--- config.mk ---
export PLATFORM = sky130hd
export DESIGN_NAME = wdt_top
export DESIGN_NICKNAME = d
export VERILOG_FILES = /design/src/rtl/wdt_pkg.sv /design/src/rtl/wdt_prescaler.sv /design/src/rtl/wdt_downcount.sv /design/src/rtl/wdt_regs.sv /design/src/rtl/wdt_top.sv
export SDC_FILE = /design/constraint.sdc
export NUM_CORES = 1
export LEC_CHECK = 0
export ABC_AREA = 1
export BUFFER_PORTS_ARGS = -buffer_cell sky130_fd_sc_hd__buf_2
export CORE_MARGIN = 4
export CORE_UTILIZATION = 50
export DETAILED_ROUTE_END_ITERATION = 7
export HOLD_SLACK_MARGIN = 0.15
export PLACE_DENSITY = 0.76
export SKIP_LAST_GASP = 1
export SLEW_MARGIN = 15
export SYNTH_ARGS = -nofsm -noshare
export SYNTH_HDL_FRONTEND = slang
export SYNTH_SLANG_ARGS = --single-unit
--- constraint.sdc ---
create_clock -name clk -period 1.9 [get_ports clk]
set_input_delay 0.19 -clock clk [delete_from_list [all_inputs] [get_ports clk]]
set_output_delay 0.19 -clock clk [all_outputs]
set_load 0.03 [all_outputs]
--- src/rtl/wdt_pkg.sv ---
// Package wdt_pkg
// Shared register offsets and bit positions for the watchdog block.
// Assumes a byte-addressed bus with 32-bit words at 4-byte steps.
package wdt_pkg;
    localparam int ADDR_W   = 4;
    localparam int DATA_W   = 32;

    localparam logic [ADDR_W-1:0] OFS_CTRL = 4'h0;
    localparam logic [ADDR_W-1:0] OFS_CNT  = 4'h4;
    localparam logic [ADDR_W-1:0] OFS_CFG  = 4'h8;
    localparam logic [ADDR_W-1:0] OFS_STAT = 4'hC;

    // Control word bit positions
    localparam int CB_RUN    = 0;
    localparam int CB_FIRED  = 1;
    localparam int CB_ACTION = 2;
    localparam int CB_DIS    = 3;
    localparam int CB_RELOAD = 7;

    // Configuration word bit positions
    localparam int GB_DIS    = 0;
    localparam int GB_RES_LO = 1;

    // Status word bit position
    localparam int SB_CAUSE  = 1;

    typedef enum logic [1:0] {
        RES_FINE   = 2'd0,
        RES_SHORT  = 2'd1,
        RES_MEDIUM = 2'd2,
        RES_LONG   = 2'd3
    } res_sel_e;
endpackage

--- src/rtl/wdt_prescaler.sv ---
// Module wdt_prescaler
// Produces a one-clock tick every DIV_Rx clocks. The divisor is picked
// by the resolution code. A clear input holds the phase at zero.
// Assumes every divisor is at least 1.
module wdt_prescaler
    import wdt_pkg::*;
#(
    parameter int DIV_R0 = 32,
    parameter int DIV_R1 = 10000,
    parameter int DIV_R2 = 100000,
    parameter int DIV_R3 = 1000000
) (
    input  logic     clk,
    input  logic     srst_n,
    input  logic     clr,
    input  res_sel_e sel,
    output logic     tick
);
    localparam int DMAX01 = (DIV_R0 > DIV_R1) ? DIV_R0 : DIV_R1;
    localparam int DMAX23 = (DIV_R2 > DIV_R3) ? DIV_R2 : DIV_R3;
    localparam int DMAX   = (DMAX01 > DMAX23) ? DMAX01 : DMAX23;
    localparam int PW     = $clog2(DMAX + 1);

    logic [PW-1:0] phase_q;
    logic [PW-1:0] last_v;

    // Choose the terminal phase value for the selected resolution
    always_comb begin
        unique case (sel)
            RES_FINE:   last_v = PW'(DIV_R0 - 1);
            RES_SHORT:  last_v = PW'(DIV_R1 - 1);
            RES_MEDIUM: last_v = PW'(DIV_R2 - 1);
            default:    last_v = PW'(DIV_R3 - 1);
        endcase
    end

    // Advance the phase and emit a registered tick at the terminal value
    always_ff @(posedge clk) begin
        if (!srst_n || clr) begin
            phase_q <= '0;
            tick    <= 1'b0;
        end else if (phase_q >= last_v) begin
            phase_q <= '0;
            tick    <= 1'b1;
        end else begin
            phase_q <= phase_q + 1'b1;
            tick    <= 1'b0;
        end
    end
endmodule

--- src/rtl/wdt_downcount.sv ---
// Module wdt_downcount
// Holds the remaining timeout. A reload copies the preset in and arms
// the counter. On a tick while enabled, the count drops by one. The
// tick that reaches zero raises a one-clock expiry and halts the counter.
// Assumes reload has priority over a tick in the same clock.
module wdt_downcount #(
    parameter int CNT_W = 16
) (
    input  logic             clk,
    input  logic             srst_n,
    input  logic             reload,
    input  logic [CNT_W-1:0] preset,
    input  logic             count_en,
    input  logic             tick,
    output logic             expire,
    output logic             halted
);
    logic [CNT_W-1:0] remain_q;

    // Load, decrement and expiry detection
    always_ff @(posedge clk) begin
        if (!srst_n) begin
            remain_q <= '0;
            halted   <= 1'b1;
            expire   <= 1'b0;
        end else begin
            expire <= 1'b0;
            if (reload) begin
                remain_q <= preset;
                halted   <= 1'b0;
            end else if (count_en && !halted && tick) begin
                if (remain_q <= CNT_W'(1)) begin
                    remain_q <= '0;
                    halted   <= 1'b1;
                    expire   <= 1'b1;
                end else begin
                    remain_q <= remain_q - 1'b1;
                end
            end
        end
    end
endmodule

--- src/rtl/wdt_regs.sv ---
// Module wdt_regs
// Register file: control, count, configuration and status words,
// write decoding, the reload pulse and combinational readback.
// Assumes at most one write per clock and a word-aligned address.
module wdt_regs
    import wdt_pkg::*;
#(
    parameter int CNT_W = 16
) (
    input  logic              clk,
    input  logic              rst_n,
    input  logic              por_n,
    input  logic              bus_wr,
    input  logic [ADDR_W-1:0] bus_addr,
    input  logic [DATA_W-1:0] bus_wdata,
    output logic [DATA_W-1:0] bus_rdata,
    input  logic              expire,
    input  logic              rst_pulse,
    output logic              run,
    output logic              dis,
    output logic              action,
    output res_sel_e          sel,
    output logic [CNT_W-1:0]  preset,
    output logic              reload,
    output logic              fired,
    output logic              cause
);
    logic srst_n;
    logic wr_ctrl, wr_cnt, wr_cfg;

    assign srst_n  = rst_n & por_n;
    assign wr_ctrl = bus_wr && (bus_addr == OFS_CTRL);
    assign wr_cnt  = bus_wr && (bus_addr == OFS_CNT);
    assign wr_cfg  = bus_wr && (bus_addr == OFS_CFG);
    assign reload  = wr_ctrl && bus_wdata[CB_RELOAD];

    // Run bit: cannot be set while disabled; disabling clears it
    always_ff @(posedge clk) begin
        if (!srst_n)                           run <= 1'b0;
        else if (wr_cfg && bus_wdata[GB_DIS])  run <= 1'b0;
        else if (wr_ctrl)                      run <= bus_wdata[CB_RUN] & ~dis;
    end

    // Expiry action select
    always_ff @(posedge clk) begin
        if (!srst_n)      action <= 1'b0;
        else if (wr_ctrl) action <= bus_wdata[CB_ACTION];
    end

    // Sticky fired flag, set by expiry, cleared by writing one
    always_ff @(posedge clk) begin
        if (!srst_n)                                 fired <= 1'b0;
        else if (expire)                             fired <= 1'b1;
        else if (wr_ctrl && bus_wdata[CB_FIRED])     fired <= 1'b0;
    end

    // Configuration word: disable and resolution
    always_ff @(posedge clk) begin
        if (!srst_n) begin
            dis <= 1'b1;
            sel <= RES_FINE;
        end else if (wr_cfg) begin
            dis <= bus_wdata[GB_DIS];
            sel <= res_sel_e'(bus_wdata[GB_RES_LO +: 2]);
        end
    end

    // Programmed timeout in ticks
    always_ff @(posedge clk) begin
        if (!srst_n)     preset <= '1;
        else if (wr_cnt) preset <= bus_wdata[CNT_W-1:0];
    end

    // Reset cause: cleared only at power-on
    always_ff @(posedge clk) begin
        if (!por_n)         cause <= 1'b0;
        else if (rst_pulse) cause <= 1'b1;
    end

    // Readback multiplexer
    always_comb begin
        bus_rdata = '0;
        unique case (bus_addr)
            OFS_CTRL: begin
                bus_rdata[CB_RUN]    = run;
                bus_rdata[CB_FIRED]  = fired;
                bus_rdata[CB_ACTION] = action;
                bus_rdata[CB_DIS]    = dis;
            end
            OFS_CNT:  bus_rdata[CNT_W-1:0] = preset;
            OFS_CFG: begin
                bus_rdata[GB_DIS]         = dis;
                bus_rdata[GB_RES_LO +: 2] = sel;
            end
            OFS_STAT: bus_rdata[SB_CAUSE] = cause;
            default:  bus_rdata = '0;
        endcase
    end
endmodule

--- src/rtl/wdt_top.sv ---
// Module wdt_top
// Watchdog timer: register file, tick prescaler and down-counter.
// The expiry pulse is routed to the reset or the shutdown request
// according to the action bit.
// Assumes rst_n is driven by the surrounding reset controller, which
// may itself be triggered by rst_req.
module wdt_top
    import wdt_pkg::*;
#(
    parameter int CNT_W  = 16,
    parameter int DIV_R0 = 32,
    parameter int DIV_R1 = 10000,
    parameter int DIV_R2 = 100000,
    parameter int DIV_R3 = 1000000
) (
    input  logic              clk,
    input  logic              rst_n,
    input  logic              por_n,
    input  logic              bus_wr,
    input  logic [ADDR_W-1:0] bus_addr,
    input  logic [DATA_W-1:0] bus_wdata,
    output logic [DATA_W-1:0] bus_rdata,
    output logic              rst_req,
    output logic              off_req
);
    logic             srst_n;
    logic             run, dis, action, reload, fired, cause;
    logic             expire, halted, tick, active;
    res_sel_e         sel;
    logic [CNT_W-1:0] preset;

    assign srst_n  = rst_n & por_n;
    assign active  = run & ~dis & ~halted;
    assign rst_req = expire & ~action;
    assign off_req = expire & action;

    wdt_regs #(.CNT_W(CNT_W)) u_regs (
        .clk(clk), .rst_n(rst_n), .por_n(por_n),
        .bus_wr(bus_wr), .bus_addr(bus_addr), .bus_wdata(bus_wdata),
        .bus_rdata(bus_rdata), .expire(expire), .rst_pulse(rst_req),
        .run(run), .dis(dis), .action(action), .sel(sel),
        .preset(preset), .reload(reload), .fired(fired), .cause(cause)
    );

    wdt_prescaler #(
        .DIV_R0(DIV_R0), .DIV_R1(DIV_R1), .DIV_R2(DIV_R2), .DIV_R3(DIV_R3)
    ) u_presc (
        .clk(clk), .srst_n(srst_n), .clr(reload | ~active),
        .sel(sel), .tick(tick)
    );

    wdt_downcount #(.CNT_W(CNT_W)) u_cnt (
        .clk(clk), .srst_n(srst_n), .reload(reload), .preset(preset),
        .count_en(active), .tick(tick), .expire(expire), .halted(halted)
    );
endmodule

==> run_results.csv, run 1 <==
group,metric,value,unit
status,status,"complete, but fails checks",
status,violations,"negative setup slack",
pwr,ir_drop,454,uV
floorplan,ioPinCount,74,
place,place_ws,-0.136,ns
floorplan,placementRows,31,
worst_setup_path,worstPathMaxFanout,5,
place,hpwl,6120,um
layout,antenna_cells,0,
synthesis,async_flop_share,0,
worst_setup_path,reg2reg_from,"u_regs.sel[1]$_SDFFE_PN0P_",
clock_tree,clk_pin_slew_worst_paths,0.07,ns
hold_path,worstHoldEndpoint,"u_regs.preset[0]$_SDFFE_PN1P_",
layout,nets,687,
timing,hold_viol,0,
worst_setup_path,criticalPathCategory,"flip-flop to flip-flop",
worst_setup_path,startpoint_type,"flip-flop",
layout,seqCellArea,1250,sq um
synthesis,synth.largest_area_cell,"dfxtp_1",
worst_setup_path,r2r_end,"u_presc.phase_q[1]$_SDFF_PP0_",
floorplan,fp.dieH,95.3,um
floorplan,die_w,95.3,um
pwr,p_leak,2.15,nW
clock_tree,cts_max_level,3,
timing,rsz0062_at_grt,"yes",
drt,drtPass1Iterations,5,
worst_setup_path,crit_chain,"inv_4 > buf_6 > ha_4 > inv_4 > ha_4 > a21oi_2 > o21ai_2 > a21oi_2 > and2_4 > nand2_8 > nor2_4",
drt,wl_per_cell,13.3,um
timing,timing.final.crit_share,1.07,
drt,vias_per_cell,5.21,
synthesis,netlist_instances,554,
clock_tree,cts.sinks,62,
layout,fillers,591,
synthesis,yosysSeqAreaShare,0.326,
job,max_cap_viol_count,0,
place,routabilityCongestion,0.888,
synthesis,synth-edff-count,0,
synthesis,yosys.area.top_type_share,0.326,
drt,drt_wl_total,9720,um
pwr,total_power,2.81,mW
drt,drt-initial-drc-count,201,
synthesis,avgSynthCellArea,6.87,sq um
hold_path,hold_class,"input pin to flip-flop",
worst_setup_path,reg2reg_depth,11,
timing,max_clock_freq,0.494,GHz
worst_setup_path,crit_required,2.19,ns
timing,maxSlewViolCount,0,
timing,finalWorstPathRequiredPeriod,2.02,ns
worst_setup_path,critical_path.top_delay_family,"simple AND/OR/NAND/NOR gates",
synthesis,synth_warnings,0,
timing,worst_clock_skew,0.0127,ns
synthesis,synth_common_cells,"nand2_1, inv_1, nor2_1",
floorplan,start_util,0.519,
synthesis,post-synth-top-count-cell,"nand2_1",
synthesis,ys_ff_latch,62,
layout,multi_input_area,2430,sq um
hold_path,hp-start,"bus_wdata[0]",
floorplan,core,7330,sq um
synthesis,synth.area.top_cells,"dfxtp_1, nand2_1, inv_1",
pwr,powerDensity,580,nW/um^2
timing,setup_viol,21,
global_routing,grt_pass1_vias,3319,
global_routing,grt_pass1_wl,14300,um
global_routing,grt_overflow,0,
synthesis,netlist_area,3810,sq um
synthesis,synthFlopType,"dfxtp_1",
worst_setup_path,worstPathArrival,2.31,ns
drt,ant_nets,0,
global_routing,track_usage,0.197,
clock_tree,insertion_delay,0.35,ns
global_routing,antenna_found_initial,0,
layout,drive_gt1_frac,0.229,
synthesis,ys_types,37,
drt,vias,3799,
drt,drc_errors,0,
clock_tree,clockRootBuffer,"clkbuf_8",
clock_tree,cts_made_buffers,9,
layout,syn2layout_area_growth,27.3,%
worst_setup_path,crit_path_max_incr_delay,0.39,ns
global_routing,grt_start_max_net_pins,32,
worst_setup_path,slowest_stage,"dfxtp_4",
place,place.port_buffers,41,
timing,fin_ws,-0.124,ns
worst_setup_path,r2r_setup_slack,-0.12,ns
clock_tree,tritoncts,"yes",
worst_setup_path,critPathBufInv,3,
hold_path,min_path_cells,3,
worst_setup_path,cp-end-kind,"flip-flop",
clock_tree,cts_buffer_depth,2,
floorplan,dieArea,9070,sq um
## logic make-up (layout without fill, tap and decap cells)
group,after synthesis,count (layout),synth area share
and+or+nand+nor,263,266,0.304
buffers and inverters,117,175,0.143
AOI/OAI and AO/OA,70,70,0.111
DFF,62,62,0.326
adders and majority gates,21,21,0.0690
xor gates and xnor gates,20,20,0.0460
other,1,16,0.000985
## worst max-delay path by stage
stage | start | to | slack, ns | depth (start not counted)
2_1_floorplan | u_regs.sel[1]$_SDFFE_PN0P_ | u_presc.phase_q[13]$_SDFF_PP0_ | 0.0009 | 13
3_3_place_gp | u_regs.sel[1]$_SDFFE_PN0P_ | u_presc.phase_q[16]$_SDFF_PP0_ | -0.06 | 12
3_5_place_dp | u_regs.sel[1]$_SDFFE_PN0P_ | u_presc.phase_q[1]$_SDFF_PP0_ | -0.14 | 9
4_1_cts | u_regs.sel[0]$_SDFFE_PN0P_ | u_presc.phase_q[1]$_SDFF_PP0_ | -0.01 | 12
5_1_grt | u_regs.sel[0]$_SDFFE_PN0P_ | u_presc.tick$_SDFF_PP0_ | -0.22 | 12
6_report | u_regs.sel[1]$_SDFFE_PN0P_ | u_presc.phase_q[1]$_SDFF_PP0_ | -0.12 | 11
## cells in the final DEF, fill, tap and decap left out, types with 3 or more instances in the layout
cell type / count
o211ai_1: 13
nor3_1: 8
nor2_4: 10
nand2_1: 108
inv_1: 77
o21ai_1: 3
ha_1: 8
dlygate4sd3_1: 15
nand2_8: 3
nor2_1: 60
nor2_2: 15
o21ai_0: 6
buf_6: 3
buf_2: 41
clkbuf_8: 12
nand3_1: 39
a21oi_1: 27
dfxtp_1: 60
nand2_4: 5
nand4_1: 8
conb_1: 16
inv_4: 5
o22ai_1: 9
buf_4: 14
ha_4: 12
inv_2: 5
xor2_1: 18
a21oi_2: 3
## through the flow
step / area [sq um] / util / instances / hold WS, ns / TNS [ns]
3_5_place_dp: 4080 / 0.556 / 692 / 0.410 / -2.47
3_3_place_gp: 4080 / 0.556 / 692 / 0.405 / -1.10
4_1_cts: 4460 / 0.608 / 723 / 0.158 / -0.0201
2_1_floorplan: 3860 / - / 569 / 0.308 / 0
5_1_grt: 4850 / 0.661 / 729 / 0.186 / -3.59
6_report: 4850 / 0.661 / 729 / 0.162 / -1.72
## worst reg2reg max path: stages, from the launching register on
cell and delay, ns:
dfxtp_4 0.39, inv_4 0.05, buf_6 0.11, ha_4 0.15, inv_4 0.07, ha_4 0.20, a21oi_2 0.15, o21ai_2 0.09
a21oi_2 0.19, and2_4 0.31, nand2_8 0.12, nor2_4 0.13
## state kept, by name, summed over array words and instances (netlist names), 2 cells and up
| register | cells |
|---|---|
| u_regs.preset | 16 |
| u_cnt.remain_q | 16 |
| u_regs.sel | 2 |
| u_presc.phase_q | 20 |
## power by group
group          leakage (nW)  switching [mW]  internal (mW)
Clock                 0.104           0.546          0.704
Sequential            0.502         0.00415           1.30
Combinational          1.54           0.171         0.0851
## per-layer routing
metal / vias up / GRT usage / wire length [um]
met3: 38 / 0.0347 / 607
met5: - / 0 / 0
met1: 1722 / 0.253 / 4050
met2: 154 / 0.329 / 4690
li1: 1885 / - / -
met4: 0 / 0.0745 / 369
## repair_timing
item,4_1_cts,5_1_grt
hold endpoints to repair,15,0
gates cloned,1,2
hold buffers,15,0
endpoints found under the setup margin,20,21
gates resized for setup,7,73
setup buffers,0,4
pin swaps,3,12
## cell type report
class	count	area share
Multi-Input combinational cell	393	0.502
Sequential cell	62	0.258
Timing Repair Buffer	73	0.102
Inverter	87	0.0700
Clock buffer	12	0.0341
Tap cell	99	0.0256
Clock inverter	3	0.00878
No activity file was read; power rests on OpenSTA's default activity.
==> run 2: changes to the inputs <==
ABC_AREA = default   (was 1)
CAP_MARGIN = 30   (was default)
CORE_UTILIZATION = 49   (was 50)
GPL_TIMING_DRIVEN = 0   (was default)
==> run_results.csv, run 2 <==
group,metric,value,unit
drt,ant_nets,0,
global_routing,track_usage,0.220,
synthesis,netlist_area,3480,sq um
worst_setup_path,criticalPathCategory,"flip-flop to flip-flop",
global_routing,grt_overflow,0,
layout,top_register,"u_presc.phase_q",
place,hpwl,6400,um
layout,top_regs,"u_presc.phase_q x20, u_cnt.remain_q x16, u_regs.preset x16",
timing,maxSlewViolCount,0,
floorplan,die_w,92.3,um
floorplan,dieArea,8520,sq um
place,place_ws,-0.304,ns
worst_setup_path,critPathLaunch,"u_regs.sel[0]$_SDFFE_PN0P_",
worst_setup_path,worstPathArrival,2.43,ns
job,max_cap_viol_count,0,
layout,antenna_cells,0,
timing,rsz0062_at_grt,"yes",
global_routing,grt_pass1_wl,15100,um
worst_setup_path,cp-end-kind,"flip-flop",
drt,vias_per_cell,5.37,
worst_setup_path,reg2reg_from,"u_regs.sel[0]$_SDFFE_PN0P_",
worst_setup_path,worstPathMaxFanout,5,
timing,finalWorstPathRequiredPeriod,2.14,ns
layout,mostFrequentLayoutCell,"dfxtp_1",
drt,drt-initial-drc-count,220,
floorplan,placementRows,30,
layout,largest_register_ffs,20,
pwr,swShare,0.242,
synthesis,avgSynthCellArea,8.31,sq um
synthesis,ys_ff_latch,62,
timing,setup_tns,-7.09,ns
floorplan,fp.dieH,92.3,um
layout,final_cell_area,4640,sq um
layout,nets,574,
layout,drive_gt1_frac,0.257,
hold_path,hold_class,"input pin to flip-flop",
drt,drc_errors,0,
layout,final_cell_mix,"dfxtp_1, nor2_1, nand2_1, buf_2, nand3_1",
clock_tree,clockRootBuffer,"clkbuf_8",
pwr,comb_power_share,0.097,
synthesis,netlist_instances,419,
timing,slew_headroom,0.481,
place,place_area,4030,sq um
clock_tree,cts_made_buffers,9,
pwr,intPower,2.19,mW
pwr,powerDensity,622,nW/um^2
hold_path,hp-start,"bus_wr",
drt,vias,3300,
pwr,seqPwrFrac,0.452,
synthesis,synth.area.top_cells,"dfxtp_1, ha_1, nor2_1",
synthesis,post-synth-top-count-cell,"dfxtp_1",
timing,setup_viol,37,
drt,drt_wl_total,9110,um
clock_tree,cts_buffer_depth,2,
clock_tree,cts_max_level,3,
floorplan,start_util,0.510,
floorplan,core,6830,sq um
timing,fin_ws,-0.241,ns
worst_setup_path,startpoint_type,"flip-flop",
synthesis,synth_warnings,0,
place,routabilityCongestion,0.845,
clock_tree,clk_pin_slew_worst_paths,0.07,ns
worst_setup_path,crit_required,2.18,ns
timing,worst_clock_skew,0.00830,ns
layout,fin_util,0.679,
global_routing,antenna_found_initial,0,
synthesis,synth-edff-count,0,
synthesis,synthFlopType,"dfxtp_1",
floorplan,ioPinCount,74,
clock_tree,cts.sinks,62,
synthesis,yosysSeqAreaShare,0.356,
timing,timing.final.crit_share,1.13,
pwr,p_clk_frac,0.451,
synthesis,async_flop_share,0,
synthesis,synth.largest_area_cell,"dfxtp_1",
drt,wl_per_cell,14.8,um
status,status,"complete, but fails checks",
synthesis,synth_common_cells,"dfxtp_1, nor2_1, nand2_1",
timing,tightest_slew,0.771,ns
pwr,p_leak,2.01,nW
layout,syn2layout_area_growth,33.2,%
synthesis,ys_types,52,
timing,whs,0.216,ns
drt,drtPass1Iterations,7,
timing,hold_viol,0,
timing,max_clock_freq,0.467,GHz
pwr,power_switching,0.699,mW
place,place.port_buffers,40,
global_routing,grt_pass1_vias,3217,
pwr,ir_drop,435,uV
clock_tree,tritoncts,"yes",
global_routing,grt_start_max_net_pins,11,
status,violations,"negative setup slack",
synthesis,yosys.area.top_type_share,0.356,
clock_tree,insertion_delay,0.34,ns
[run 2: final timing paths]
check | end | slack [ns] | depth (start not counted)
worst max-delay path | u_presc.phase_q[6]$_SDFF_PP0_ | -0.24 | 8
worst min-delay path | u_regs.dis$_SDFFE_PN1P_ | 0.22 | 3
worst max register to register | u_presc.phase_q[6]$_SDFF_PP0_ | -0.24 | 8
worst min register to register | u_presc.phase_q[0]$_SDFF_PP0_ | 0.46 | 1
[run 2: area by class of cell]
type | instances | area (sq um)
sequential | 62 | 1260
clock inverter | 4 | 70.1
timing repair buffer | 68 | 465
multi-input combinational | 329 | 2310
buffer | 31 | 200
tap | 96 | 120
inverter | 12 | 62.6
fill | 568 | 2190
clock buffer | 12 | 145
[run 2: metal layers]
metal  track usage  up-vias  part of all wire
met5             0        -                 0
met4        0.0829        0             0.018
li1              -     1623                 -
met2         0.365       97              0.48
met1         0.280     1563              0.45
met3        0.0479       17             0.052
[run 2: kinds of logic after synthesis]
kind of cell | count (synthesis) | synth area share
other | 1 | 0.00108
xor gates and xnor gates | 30 | 0.0755
buffers and inverters | 43 | 0.0636
DFF | 62 | 0.356
AOI/OAI and AO/OA | 56 | 0.112
and+or+nand+nor | 199 | 0.292
muxes | 7 | 0.0237
adders and majority gates | 21 | 0.0755
[run 2: power by group through the flow]
stage / sequential (mW) / clock, mW / combinational [mW]
after floorplan: 1.34 / 0 / 0.174
after global placement: 1.34 / 0 / 0.233
after detailed placement: 1.34 / 0 / 0.235
after CTS: 1.30 / 1.31 / 0.271
after global routing: 1.30 / 1.38 / 0.300
final: 1.30 / 1.30 / 0.280
[run 2: stage by stage]
stage | cells | total power, mW
5_1_grt | 614 | 2.99
2_1_floorplan | 434 | 1.51
3_3_place_gp | 570 | 1.57
6_report | 614 | 2.89
3_5_place_dp | 571 | 1.57
4_1_cts | 614 | 2.88
[run 2: worst max-delay path: stages, from the launching register on]
cell and delay (ns):
dfxtp_4 0.38, ha_4 0.19, inv_8 0.08, ha_4 0.20, a211o_1 0.28, a311o_1 0.31, a311o_1 0.35, clkbuf_8 0.19
nor2_2 0.10
[run 2: repair_timing]
action / CTS / global route
buffers inserted: 9 / 0
setup endpoints to repair: 47 / 57
hold buffers: 17 / 0
resized for setup: 13 / 26
gates cloned: 1 / 0
pin swaps: 13 / 6
endpoints found under the hold margin: 19 / 0
==> run 3: changes to the inputs <==
--- a/config.mk
+++ b/config.mk
@@ -9,4 +9,6 @@
 export CAP_MARGIN = 30
+export CELL_PAD_IN_SITES_DETAIL_PLACEMENT = 1
+export CELL_PAD_IN_SITES_GLOBAL_PLACEMENT = 1
 export CORE_MARGIN = 4
-export CORE_UTILIZATION = 49
+export CORE_UTILIZATION = 36
 export DETAILED_ROUTE_END_ITERATION = 7
@@ -14,5 +16,5 @@
 export HOLD_SLACK_MARGIN = 0.15
-export PLACE_DENSITY = 0.76
+export PLACE_DENSITY_LB_ADDON = 0.1
 export SKIP_LAST_GASP = 1
-export SLEW_MARGIN = 15
+export SLEW_MARGIN = 30
 export SYNTH_ARGS = -nofsm -noshare
==> constraint.sdc (replaced) <==
create_clock -name clk -period 1.9 [get_ports clk]
set_input_delay 0.095 -clock clk [delete_from_list [all_inputs] [get_ports clk]]
set_output_delay 0.095 -clock clk [all_outputs]
set_load 0.03 [all_outputs]
==> run_results.csv, run 3 (synthesized netlist as in run 2, its figures left out) <==
group,metric,value,unit
layout,nets,570,
worst_setup_path,worstPathMaxFanout,10,
drt,drc_errors,0,
timing,hold_viol,0,
global_routing,grt_start_max_net_pins,11,
hold_path,min_path_cells,3,
timing,max_clock_freq,0.467,GHz
timing,tightest_slew,0.757,ns
drt,ant_nets,0,
floorplan,start_util,0.373,
floorplan,placementRows,35,
place,routabilityCongestion,0.830,
global_routing,grt_pass1_wl,16400,um
status,status,"complete, but fails checks",
place,place.port_buffers,40,
drt,drt-initial-drc-count,81,
timing,finalWorstPathRequiredPeriod,2.14,ns
clock_tree,cts_max_level,3,
place,placed_cells_incl_taps,603,
drt,drt_wl_total,9770,um
worst_setup_path,r2r_end,"u_presc.phase_q[16]$_SDFF_PP0_",
layout,antenna_cells,0,
drt,vias,3233,
timing,worst_clock_skew,0.0132,ns
place,hpwl,7390,um
floorplan,fp.dieH,106,um
pwr,p_leak,1.98,nW
clock_tree,insertion_delay,0.34,ns
worst_setup_path,reg2reg_depth,8,
drt,vias_per_cell,5.04,
clock_tree,clockRootBuffer,"clkbuf_8",
floorplan,die_w,106,um
place,place_ws,-0.306,ns
layout,largest_register_ffs,20,
clock_tree,tritoncts,"yes",
layout,top_regs,"u_presc.phase_q x20, u_cnt.remain_q x16, u_regs.preset x16",
timing,maxSlewViolCount,0,
clock_tree,clk_pin_slew_worst_paths,0.07,ns
floorplan,core,9330,sq um
floorplan,ioPinCount,74,
layout,fillers,1143,
timing,timing.final.crit_share,1.13,
timing,setup_viol,37,
pwr,ir_drop,249,uV
global_routing,antenna_found_initial,0,
status,violations,"negative setup slack",
pwr,powerDensity,599,nW/um^2
worst_setup_path,cp-end-kind,"flip-flop",
floorplan,dieArea,11300,sq um
worst_setup_path,slowest_stage,"dfxtp_4",
timing,setup_tns,-7.17,ns
global_routing,track_usage,0.181,
layout,drive_gt1_frac,0.236,
global_routing,grt_overflow,0,
worst_setup_path,reg2reg_from,"u_regs.sel[1]$_SDFFE_PN0P_",
global_routing,grt_pass1_vias,3339,
worst_setup_path,criticalPathCategory,"flip-flop to flip-flop",
hold_path,hold_class,"input pin to flip-flop",
timing,slew_headroom,0.491,
worst_setup_path,startpoint_type,"flip-flop",
layout,fin_cells,642,
worst_setup_path,crit_chain,"ha_4 > inv_4 > ha_4 > a211o_1 > a311o_1 > a311o_1 > clkbuf_8 > nor2_1",
hold_path,worstHoldEndpoint,"u_regs.fired$_SDFFE_PN0P_",
clock_tree,cts_buffer_depth,2,
drt,wl_per_cell,15.2,um
layout,syn2layout_area_growth,31.7,%
pwr,total_power,2.75,mW
hold_path,hp-start,"rst_n",
timing,rsz0062_at_grt,"yes",
clock_tree,cts_made_buffers,9,
layout,final_cell_mix,"nor2_1, dfxtp_1, nand2_1, buf_2, nand3_1",
drt,drtPass1Iterations,4,
timing,fin_ws,-0.239,ns
layout,mostFrequentLayoutCell,"nor2_1",
job,max_cap_viol_count,0,
worst_setup_path,r2r_setup_slack,-0.24,ns
clock_tree,cts.sinks,62,
layout,top_register,"u_presc.phase_q",
worst_setup_path,worstPathArrival,2.40,ns
worst_setup_path,crit_path_max_incr_delay,0.38,ns
worst_setup_path,crit_required,2.16,ns
[run 3: changes by cell type in the layout (fill, tap and decap cells not counted), sizes merged]
cell / delta
clkinv: -1
clkinvlp: +1
bufinv: -2
dlygate4sd3: +1
clkdlybuf4s18: -1
buf: -3
[run 3: routing by layer]
metal	part of all wire	routed length [um]	global-route usage
met3	0.037	364	0.0285
met2	0.43	4210	0.277
met4	0.017	165	0.0620
met5	0	0	0
met1	0.51	5030	0.259
[run 3: cell type report]
cell class                      count  area (sq um)  area share
Inverter                           12          52.6      0.0115
Tap cell                          129           161      0.0352
Clock buffer                       13           190      0.0415
Buffer                             31           198      0.0431
Timing Repair Buffer               64           429      0.0936
Sequential cell                    62          1260       0.274
Multi-Input combinational cell    329          2280       0.498
Clock inverter                      2          12.5     0.00273
[run 3: critical path: cells and delay by family, from the launching register on]
family / cells / cell delay [ns]
buffers and inverters: 2 / 0.28
AOI/OAI and AO/OA: 3 / 0.92
adders and majority gates: 2 / 0.38
DFF: 1 / 0.38
and+or+nand+nor: 1 / 0.11
[run 3: timing repair]
item,in CTS,in global routing
endpoints found under the hold margin,21,0
gates resized for setup,11,10
setup buffers,6,0
pin swaps,16,12
hold buffers,18,0
setup endpoints to repair,37,59
cloned,0,0
[run 3: stage by stage]
stage	utilization	instance area (sq um)	hold slack, ns
floorplan	-	3700	0.213
global placement	0.436	4060	0.306
detailed placement	0.436	4070	0.311
CTS	0.487	4550	0.153
global route	0.491	4580	0.171
finish	0.491	4580	0.170
[run 3: power by group]
part           internal [mW]  total [mW]  switching [mW]
sequential              1.30        1.31         0.00603
clock                  0.651        1.16           0.511
combinational          0.116       0.278           0.163
total                   2.07        2.75           0.680
[run 3: worst max path at each step]
| stage | start | to | slack [ns] | cells past startpoint |
|---|---|---|---|---|
| floorplan | u_cnt.remain_q[4]$_SDFFE_PN0P_ | u_cnt.remain_q[11]$_SDFFE_PN0P_ | -0.12 | 5 |
| global placement | u_regs.dis$_SDFFE_PN1P_ | u_cnt.remain_q[8]$_SDFFE_PN0P_ | -0.47 | 5 |
| detailed placement | u_regs.sel[0]$_SDFFE_PN0P_ | u_presc.phase_q[16]$_SDFF_PP0_ | -0.31 | 9 |
| CTS | u_cnt.remain_q[5]$_SDFFE_PN0P_ | u_cnt.remain_q[6]$_SDFFE_PN0P_ | -0.26 | 5 |
| global route | u_regs.sel[1]$_SDFFE_PN0P_ | u_presc.phase_q[16]$_SDFF_PP0_ | -0.33 | 9 |
| finish | u_regs.sel[1]$_SDFFE_PN0P_ | u_presc.phase_q[16]$_SDFF_PP0_ | -0.24 | 8 |
